--- src/rtl/wdog_pkg.sv ---
package wdog_pkg;
    localparam int unsigned DEF_ADDR_W  = 16;
    localparam int unsigned DEF_PRESC_W = 13;
    localparam int unsigned DEF_CLR_LO  = 5;
    localparam int unsigned DEF_WD_W    = 6;

    // Why the timer is (or is not) allowed to run this cycle
    typedef enum logic [1:0] {
        GATE_ARMED   = 2'd0,
        GATE_MON_OFF = 2'd1,
        GATE_BRK_OFF = 2'd2
    } gate_e;
endpackage

--- src/rtl/wdog_presc.sv ---
module wdog_presc #(
    parameter int unsigned PRESC_W = wdog_pkg::DEF_PRESC_W,
    parameter int unsigned CLR_LO  = wdog_pkg::DEF_CLR_LO
) (
    input  logic               clk,
    input  logic               rst_n,
    input  logic               clr_slice,
    output logic [PRESC_W-1:0] presc,
    output logic               tick
);
    localparam int unsigned TOP = PRESC_W - 1;

    typedef struct packed {
        logic [PRESC_W-1:0] cnt;
    } presc_st_t;

    presc_st_t s_d, s_q;
    logic [PRESC_W-1:0] slice_mask;

    // Bits from CLR_LO up to the top are cleared by a feed
    for (genvar b = 0; b < PRESC_W; b++) begin : g_mask
        assign slice_mask[b] = (b >= CLR_LO);
    end

    always_comb begin
        s_d     = s_q;
        s_d.cnt = s_q.cnt + 1'b1;
        if (clr_slice) begin
            s_d.cnt = s_d.cnt & ~slice_mask;
        end
    end

    always_ff @(posedge clk or negedge rst_n) begin
        if (!rst_n) begin
            s_q <= '0;
        end else begin
            s_q <= s_d;
        end
    end

    assign presc = s_q.cnt;
    assign tick  = ~s_q.cnt[TOP] & s_d.cnt[TOP];
endmodule

--- src/rtl/wdog_gate.sv ---
module wdog_gate
    import wdog_pkg::*;
(
    input  logic  mon_mode,
    input  logic  brk_state,
    input  logic  hv_rst,
    input  logic  hv_irq,
    output gate_e gate_st
);
    always_comb begin
        gate_st = GATE_ARMED;
        if (mon_mode && (hv_rst || hv_irq)) begin
            gate_st = GATE_MON_OFF;
        end else if (brk_state && hv_rst) begin
            gate_st = GATE_BRK_OFF;
        end
    end
endmodule

--- src/rtl/wdog_count.sv ---
module wdog_count #(
    parameter int unsigned WD_W = wdog_pkg::DEF_WD_W
) (
    input  logic            clk,
    input  logic            rst_n,
    input  logic            tick,
    input  logic            service,
    input  logic            gated,
    output logic [WD_W-1:0] cnt,
    output logic            req,
    output logic            flag
);
    typedef struct packed {
        logic [WD_W-1:0] cnt;
        logic            req;
        logic            flag;
    } wd_st_t;

    wd_st_t s_d, s_q;

    always_comb begin
        s_d      = s_q;
        s_d.req  = 1'b0;
        s_d.flag = 1'b0;
        if (service || gated) begin
            s_d.cnt = '0;
        end else if (tick) begin
            s_d.cnt = s_q.cnt + 1'b1;
            if (&s_q.cnt) begin
                s_d.req  = 1'b1;
                s_d.flag = 1'b1;
            end
        end
    end

    always_ff @(posedge clk or negedge rst_n) begin
        if (!rst_n) begin
            s_q <= '0;
        end else begin
            s_q <= s_d;
        end
    end

    assign cnt  = s_q.cnt;
    assign req  = s_q.req;
    assign flag = s_q.flag;
endmodule

--- src/rtl/wdog_top.sv ---
module wdog_top
    import wdog_pkg::*;
#(
    parameter int unsigned      ADDR_W   = DEF_ADDR_W,
    parameter logic [ADDR_W-1:0] SVC_ADDR = '1,
    parameter int unsigned      PRESC_W  = DEF_PRESC_W,
    parameter int unsigned      CLR_LO   = DEF_CLR_LO,
    parameter int unsigned      WD_W     = DEF_WD_W
) (
    input  logic              clk,
    input  logic              rst_n,
    input  logic              bus_wr,
    input  logic [ADDR_W-1:0] bus_addr,
    input  logic              mon_mode,
    input  logic              brk_state,
    input  logic              hv_rst,
    input  logic              hv_irq,
    output logic              wd_rst_req,
    output logic              wd_flag_set
);
    logic               service;
    logic               tick;
    logic [PRESC_W-1:0] presc_q;
    logic [WD_W-1:0]    wd_cnt;
    gate_e              gate_st;

    assign service = bus_wr && (bus_addr == SVC_ADDR);

    wdog_presc #(.PRESC_W(PRESC_W), .CLR_LO(CLR_LO)) u_presc (
        .clk       (clk),
        .rst_n     (rst_n),
        .clr_slice (service),
        .presc     (presc_q),
        .tick      (tick)
    );

    wdog_gate u_gate (
        .mon_mode  (mon_mode),
        .brk_state (brk_state),
        .hv_rst    (hv_rst),
        .hv_irq    (hv_irq),
        .gate_st   (gate_st)
    );

    wdog_count #(.WD_W(WD_W)) u_count (
        .clk     (clk),
        .rst_n   (rst_n),
        .tick    (tick),
        .service (service),
        .gated   (gate_st != GATE_ARMED),
        .cnt     (wd_cnt),
        .req     (wd_rst_req),
        .flag    (wd_flag_set)
    );
endmodule

--- config.mk ---
export PLATFORM = sky130hd
export DESIGN_NAME = wdog_top
export DESIGN_NICKNAME = d
export VERILOG_FILES = /design/src/rtl/wdog_pkg.sv /design/src/rtl/wdog_presc.sv /design/src/rtl/wdog_gate.sv /design/src/rtl/wdog_count.sv /design/src/rtl/wdog_top.sv
export SDC_FILE = /design/constraint.sdc
export NUM_CORES = 1
export LEC_CHECK = 0
export ABC_AREA = 1
export BUFFER_PORTS_ARGS = -buffer_cell sky130_fd_sc_hd__buf_2
export CAP_MARGIN = 20
export CORE_ASPECT_RATIO = 0.6
export CORE_MARGIN = 5
export CORE_UTILIZATION = 24
export CTS_CLUSTER_SIZE = 20
export DETAILED_ROUTE_END_ITERATION = 10
export GPL_TIMING_DRIVEN = 0
export PLACE_DENSITY = 0.4
export SYNTH_ARGS = -nofsm -noshare
export SYNTH_HDL_FRONTEND = slang
export SYNTH_SLANG_ARGS = --single-unit
--- constraint.sdc ---
create_clock -name clk -period 3.6 [get_ports clk]
set_input_delay 0.18 -clock clk [delete_from_list [all_inputs] [get_ports clk]]
set_output_delay 0.18 -clock clk [all_outputs]
set_load 0.1 [all_outputs]
**Word-level counts from Yosys, hierarchy flattened**

Cells that the tools add are included.

- Flip-flop bits (word level): 21
- Input bits: 23
- Output and inout bits: 2
- Word-level logic and storage cells: 24

- Reductions and logical operators: 8
- Bitwise gates (word level): 2
- Muxes and demuxes: 7
- $add $sub $neg: 2
- Eq/ne operators: 1

Operators by type and width:

| operator | count |
|---|---|
| equality test 16 bit (second input constant) | 1 |
| adder 13 x 1 -> 13 bit (second input constant) | 1 |
| two-way mux 13 bit | 1 |
| two-way mux 2 bit | 4 |
| two-way mux 8 bit | 1 |
| adder 6 x 1 -> 6 bit (second input constant) | 1 |
| two-way mux 6 bit | 1 |
| AND reduction 6 bit | 1 |
| nonzero test 2 bit | 2 |
| logical AND 1 bit | 3 |
| logical OR 1 bit | 2 |
| bitwise AND 1 bit | 1 |
| NOT 1 bit | 1 |

**Depth between registers and ports, before layout**

- Word-level depth: 6
- Gate-level depth with buffers: 8
- Mapped depth without buffers: 8

**Modules after synthesis**

From an unflattened synthesis, not the netlist that was laid out.

- Cell total of the unflattened synthesis: 145
- Area, all modules: 1099.8 µm²

Modules (own cells, without submodules):

| module | area each (µm²) | sequential area each (µm²) | times used | cells an instance |
|---|---|---|---|---|
| wdog_presc | 668.1 | 325.3 | 1 | 83 |
| wdog_count | 347.8 | 175.2 | 1 | 41 |
| wdog_top | 65.1 | 0.0 | 1 | 16 |
| wdog_gate | 18.8 | 0.0 | 1 | 5 |

**Least setup slack after synthesis**

Ideal clock, no wire load.

- Path kind: flip-flop to output port
- Start: register, netlist name u_count.flag
- End: output port wd_rst_req
- Data arrival time: 1.324 ns
- Buffers on the path: 1
- Stages on the path, launching flop included: 2
- Required time: 3.420 ns
- Setup slack: 2.096 ns
- Cell sequence: dfrtp_1 -> buf_4

RTL lines:

| what | line | RTL |
|---|---|---|
| end: declaration | wdog_top.sv:18 | `output logic wd_rst_req,` |

**Worst setup path after layout**

- Start: register u_presc.s_q, in the netlist u_presc.presc[0]
- End: register u_count.s_q, in the netlist u_count.cnt[4]

- Word-level cells in the longest chain between the ends: 4

RTL lines:

| what | line | RTL |
|---|---|---|
| start: declaration | wdog_presc.sv:17 | `presc_st_t s_d, s_q;` |
| start signal: assignment | wdog_presc.sv:35 | `s_q <= '0;` |
| start signal: assignment | wdog_presc.sv:37 | `s_q <= s_d;` |
| adder 13 x 1 -> 13 bit | wdog_presc.sv:27 | `s_d.cnt = s_q.cnt + 1'b1;` |
| two-way mux 13 bit | wdog_presc.sv:28 | `if (clr_slice) begin` |
| bitwise AND 1 bit | wdog_presc.sv:42 | `assign tick = ~s_q.cnt[TOP] & s_d.cnt[TOP];` |
| nonzero test 2 bit (no source line) | n/a |  |
| end signal: assignment | wdog_count.sv:38 | `s_q <= '0;` |
| end signal: assignment | wdog_count.sv:40 | `s_q <= s_d;` |
| end: declaration | wdog_count.sv:19 | `wd_st_t s_d, s_q;` |

No other way between the ends.
A chain may end at the register's enable or synchronous reset.

==> impl_metrics.env <==
export IMPL_outcome="finished, final reports clean"
export IMPL_nFillCells=511
export IMPL_leakage_nw=0.705
export IMPL_synthDistinctLibCells=23
export IMPL_postRouteAntennaNets=0
export IMPL_cts_sinks=20
export IMPL_busiest_layer="met2"
export IMPL_cp_cell_sequence="ha_1 -> nand2_2 -> nor2_4 -> nand3_4 -> nor3_4 -> nand3_1 -> nand2_1"
export IMPL_vias_per_cell=4.09
export IMPL_avgSynthCellArea_um2=8.11
export IMPL_critPathBufInv=0
export IMPL_routed_wl_mm=2.40
export IMPL_synth_nets=168
export IMPL_cts_setup_buffers=0
export IMPL_worst_ep_required_time_ns=3.80
export IMPL_netlist_area_um2=1160
export IMPL_met3_usage=0.0293
export IMPL_grt_use_met2=0.134
export IMPL_fmax_mhz=653
export IMPL_critPathMaxFanout=6
export IMPL_max_cap_violations=0
export IMPL_hp_class="in -> reg"
export IMPL_core_rowCount=19
export IMPL_fp_dieArea_um2=6370
export IMPL_place_area_um2=1360
export IMPL_peakVddDrop_mv=0.114
export IMPL_cp_start_kind="register"
export IMPL_clkLatencyLatePin_ns=0.26
export IMPL_nets=198
export IMPL_dp_hpwl_mm=1.98
export IMPL_fin_area_um2=1440
export IMPL_cts_buffers_inserted=3
export IMPL_finalSetupViolations=0
export IMPL_final_common_cell="nand2_1"
export IMPL_initial_utilization=0.251
export IMPL_htreeDepth=1
export IMPL_dieWidth_um=99.7
export IMPL_synth_seq_cells=20
export IMPL_coreArea_um2=4610
export IMPL_grt_ovfl_total=0
export IMPL_worstMarginPinSlew_ns=0.489
export IMPL_area_growth_syn_to_layout_pct=24.2
export IMPL_portBuffers=24
export IMPL_endpoint_kind="register"
export IMPL_cellPowerDensity_nw_per_um2=330
export IMPL_cts_reportedPaths_clkPinSlew_ns=0.07
export IMPL_drive_above_1_share=0.233
export IMPL_slowest_delay_ns=0.38
export IMPL_slew_violations=0
export IMPL_clock_skew_ns=0.00257
export IMPL_path_delay_family="simple AND/OR/NAND/NOR gates"
export IMPL_antenna_found_initial=0
export IMPL_cts_root_buf="clkbuf_8"
export IMPL_ys_warn_count=0
export IMPL_rsz0062_at_grt="false"
export IMPL_setup_tns_ns=0
export IMPL_min_period_ns=1.53
export IMPL_yosysSeqAreaShare=0.431
export IMPL_critical_path_class="reg -> reg"
export IMPL_finalHoldViolations=0
export IMPL_relSlewSlack=0.677
export IMPL_cp_arrival_ns=1.73
export IMPL_die_h_um=63.9
export IMPL_io_pins=25
export IMPL_num_antenna_cells=0
export IMPL_drt_pass1_iter_count=4
export IMPL_cts_tree="done"
export IMPL_dr_total_vias=962
export IMPL_final_cell_mix="nand2_1 (31), buf_2 (24), dfrtp_1 (20)"
export IMPL_grt_use_total=0.0829
export IMPL_grt_pass1_wl_mm=4.26
export IMPL_post_route_period_util=0.425
export IMPL_netlist_instances=143
export IMPL_critPathSlowestCell="dfrtp_1"
export IMPL_first_iter_violations=17
export IMPL_gp_congestion=0.712
export IMPL_cts_path_max_buffers=2
export IMPL_use_met1=0.108
export IMPL_grt_max_degree=21
export IMPL_grt_pass1_vias=958
export IMPL_route_detailed_drc=0
export IMPL_wire_per_inst_um=10.2
export IMPL_ctsResizeCount=0
[worst reg2reg max path: cells and delay by family, from the launching register on]
| kind | cells | cell delay (ns) |
|---|---|---|
| flip-flops | 1 | 0.38 |
| adder cells (fa/ha/maj) | 1 | 0.25 |
| AND/OR/NAND/NOR | 6 | 0.85 |
[metrics by stage]
stage	hold WS (ns)	setup WS, ns	total power, mW	utilization	cells
final	0.301	2.07	0.476	0.312	235
after global routing	0.335	1.85	0.497	0.312	235
after CTS	0.296	2.05	0.485	0.312	235
after detailed placement	0.168	2.08	0.258	0.295	230
after global placement	0.158	2.08	0.257	0.295	230
after floorplan	-0.116	2.10	0.240	-	143
[Yosys cell counts, drive strengths merged]
library cell,n,share of area
nand2,32,0.11
xor2,11,0.083
nand3,20,0.10
dfrtp,20,0.43
o21ai,3,0.013
nor2,24,0.10
nor3,5,0.031
inv,16,0.052
nand3b,1,0.0065
xnor2,1,0.0076
nand4,2,0.011
ha,2,0.022
a21oi,3,0.013
buf,2,0.016
nor4,1,0.0054
[what timing repair did]
action	4_1_cts	5_1_grt
endpoints found under the setup margin	0	0
hold buffers	1	0
hold endpoints to repair	20	0
[kinds of logic (layout without fill, tap and decap cells)]
| logic type | count (synthesis) | count (layout) | share of synthesized area |
|---|---|---|---|
| xor gates and xnor gates | 12 | 12 | 0.0906 |
| adders and majority gates | 2 | 2 | 0.0216 |
| and+or+nand+nor | 85 | 85 | 0.362 |
| DFF | 20 | 20 | 0.431 |
| buffers and inverters | 18 | 47 | 0.0680 |
| AOI/OAI and AO/OA | 6 | 6 | 0.0259 |
[worst paths after layout]
check | start | slack (ns) | endpoint | cells past startpoint
worst max-delay path | u_presc.presc[0] | 2.07 | u_count.cnt[4] | 7
worst min-delay path | bus_wr | 0.30 | u_presc.presc[11] | 4
worst max register to register | u_presc.presc[0] | 2.07 | u_count.cnt[4] | 7
worst min register to register | u_presc.presc[0] | 0.46 | u_presc.presc[0] | 1
max in group asynchronous | rst_n | 2.88 | u_presc.presc[7] | 2
min in group asynchronous | rst_n | 0.40 | u_count.cnt[3] | 2
[per-layer routing]
layer / part of all wire / routed length, um / vias up
li1: - / - / 513
met1: 0.49 / 1190 / 440
met2: 0.47 / 1120 / 7
met3: 0.033 / 80 / 2
met4: 0.0062 / 15 / 0
met5: 0 / 0 / -
[report_power, final]
part / leakage (nW) / total [mW] / internal, mW / switching (mW)
Sequential: 0.244 / 0.225 / 0.225 / 0.0000463
Combinational: 0.425 / 0.0292 / 0.0136 / 0.0156
Clock: 0.0357 / 0.222 / 0.148 / 0.0739
[state kept, by name, summed over array words and instances (netlist names)]
signal,count
u_presc.presc,13
u_count.cnt,6
u_count.flag,1
[layout make-up]
class	count	area, um2	area share
sequential	20	500	0.348
inverter	16	60.1	0.0417
timing repair buffer	25	130	0.0904
tap	63	78.8	0.0547
multi-input combinational	105	581	0.403
clock buffer	3	41.3	0.0287
clock inverter	1	30.0	0.0209
buffer	2	18.8	0.0130
Power figures use the tool's default switching activity.
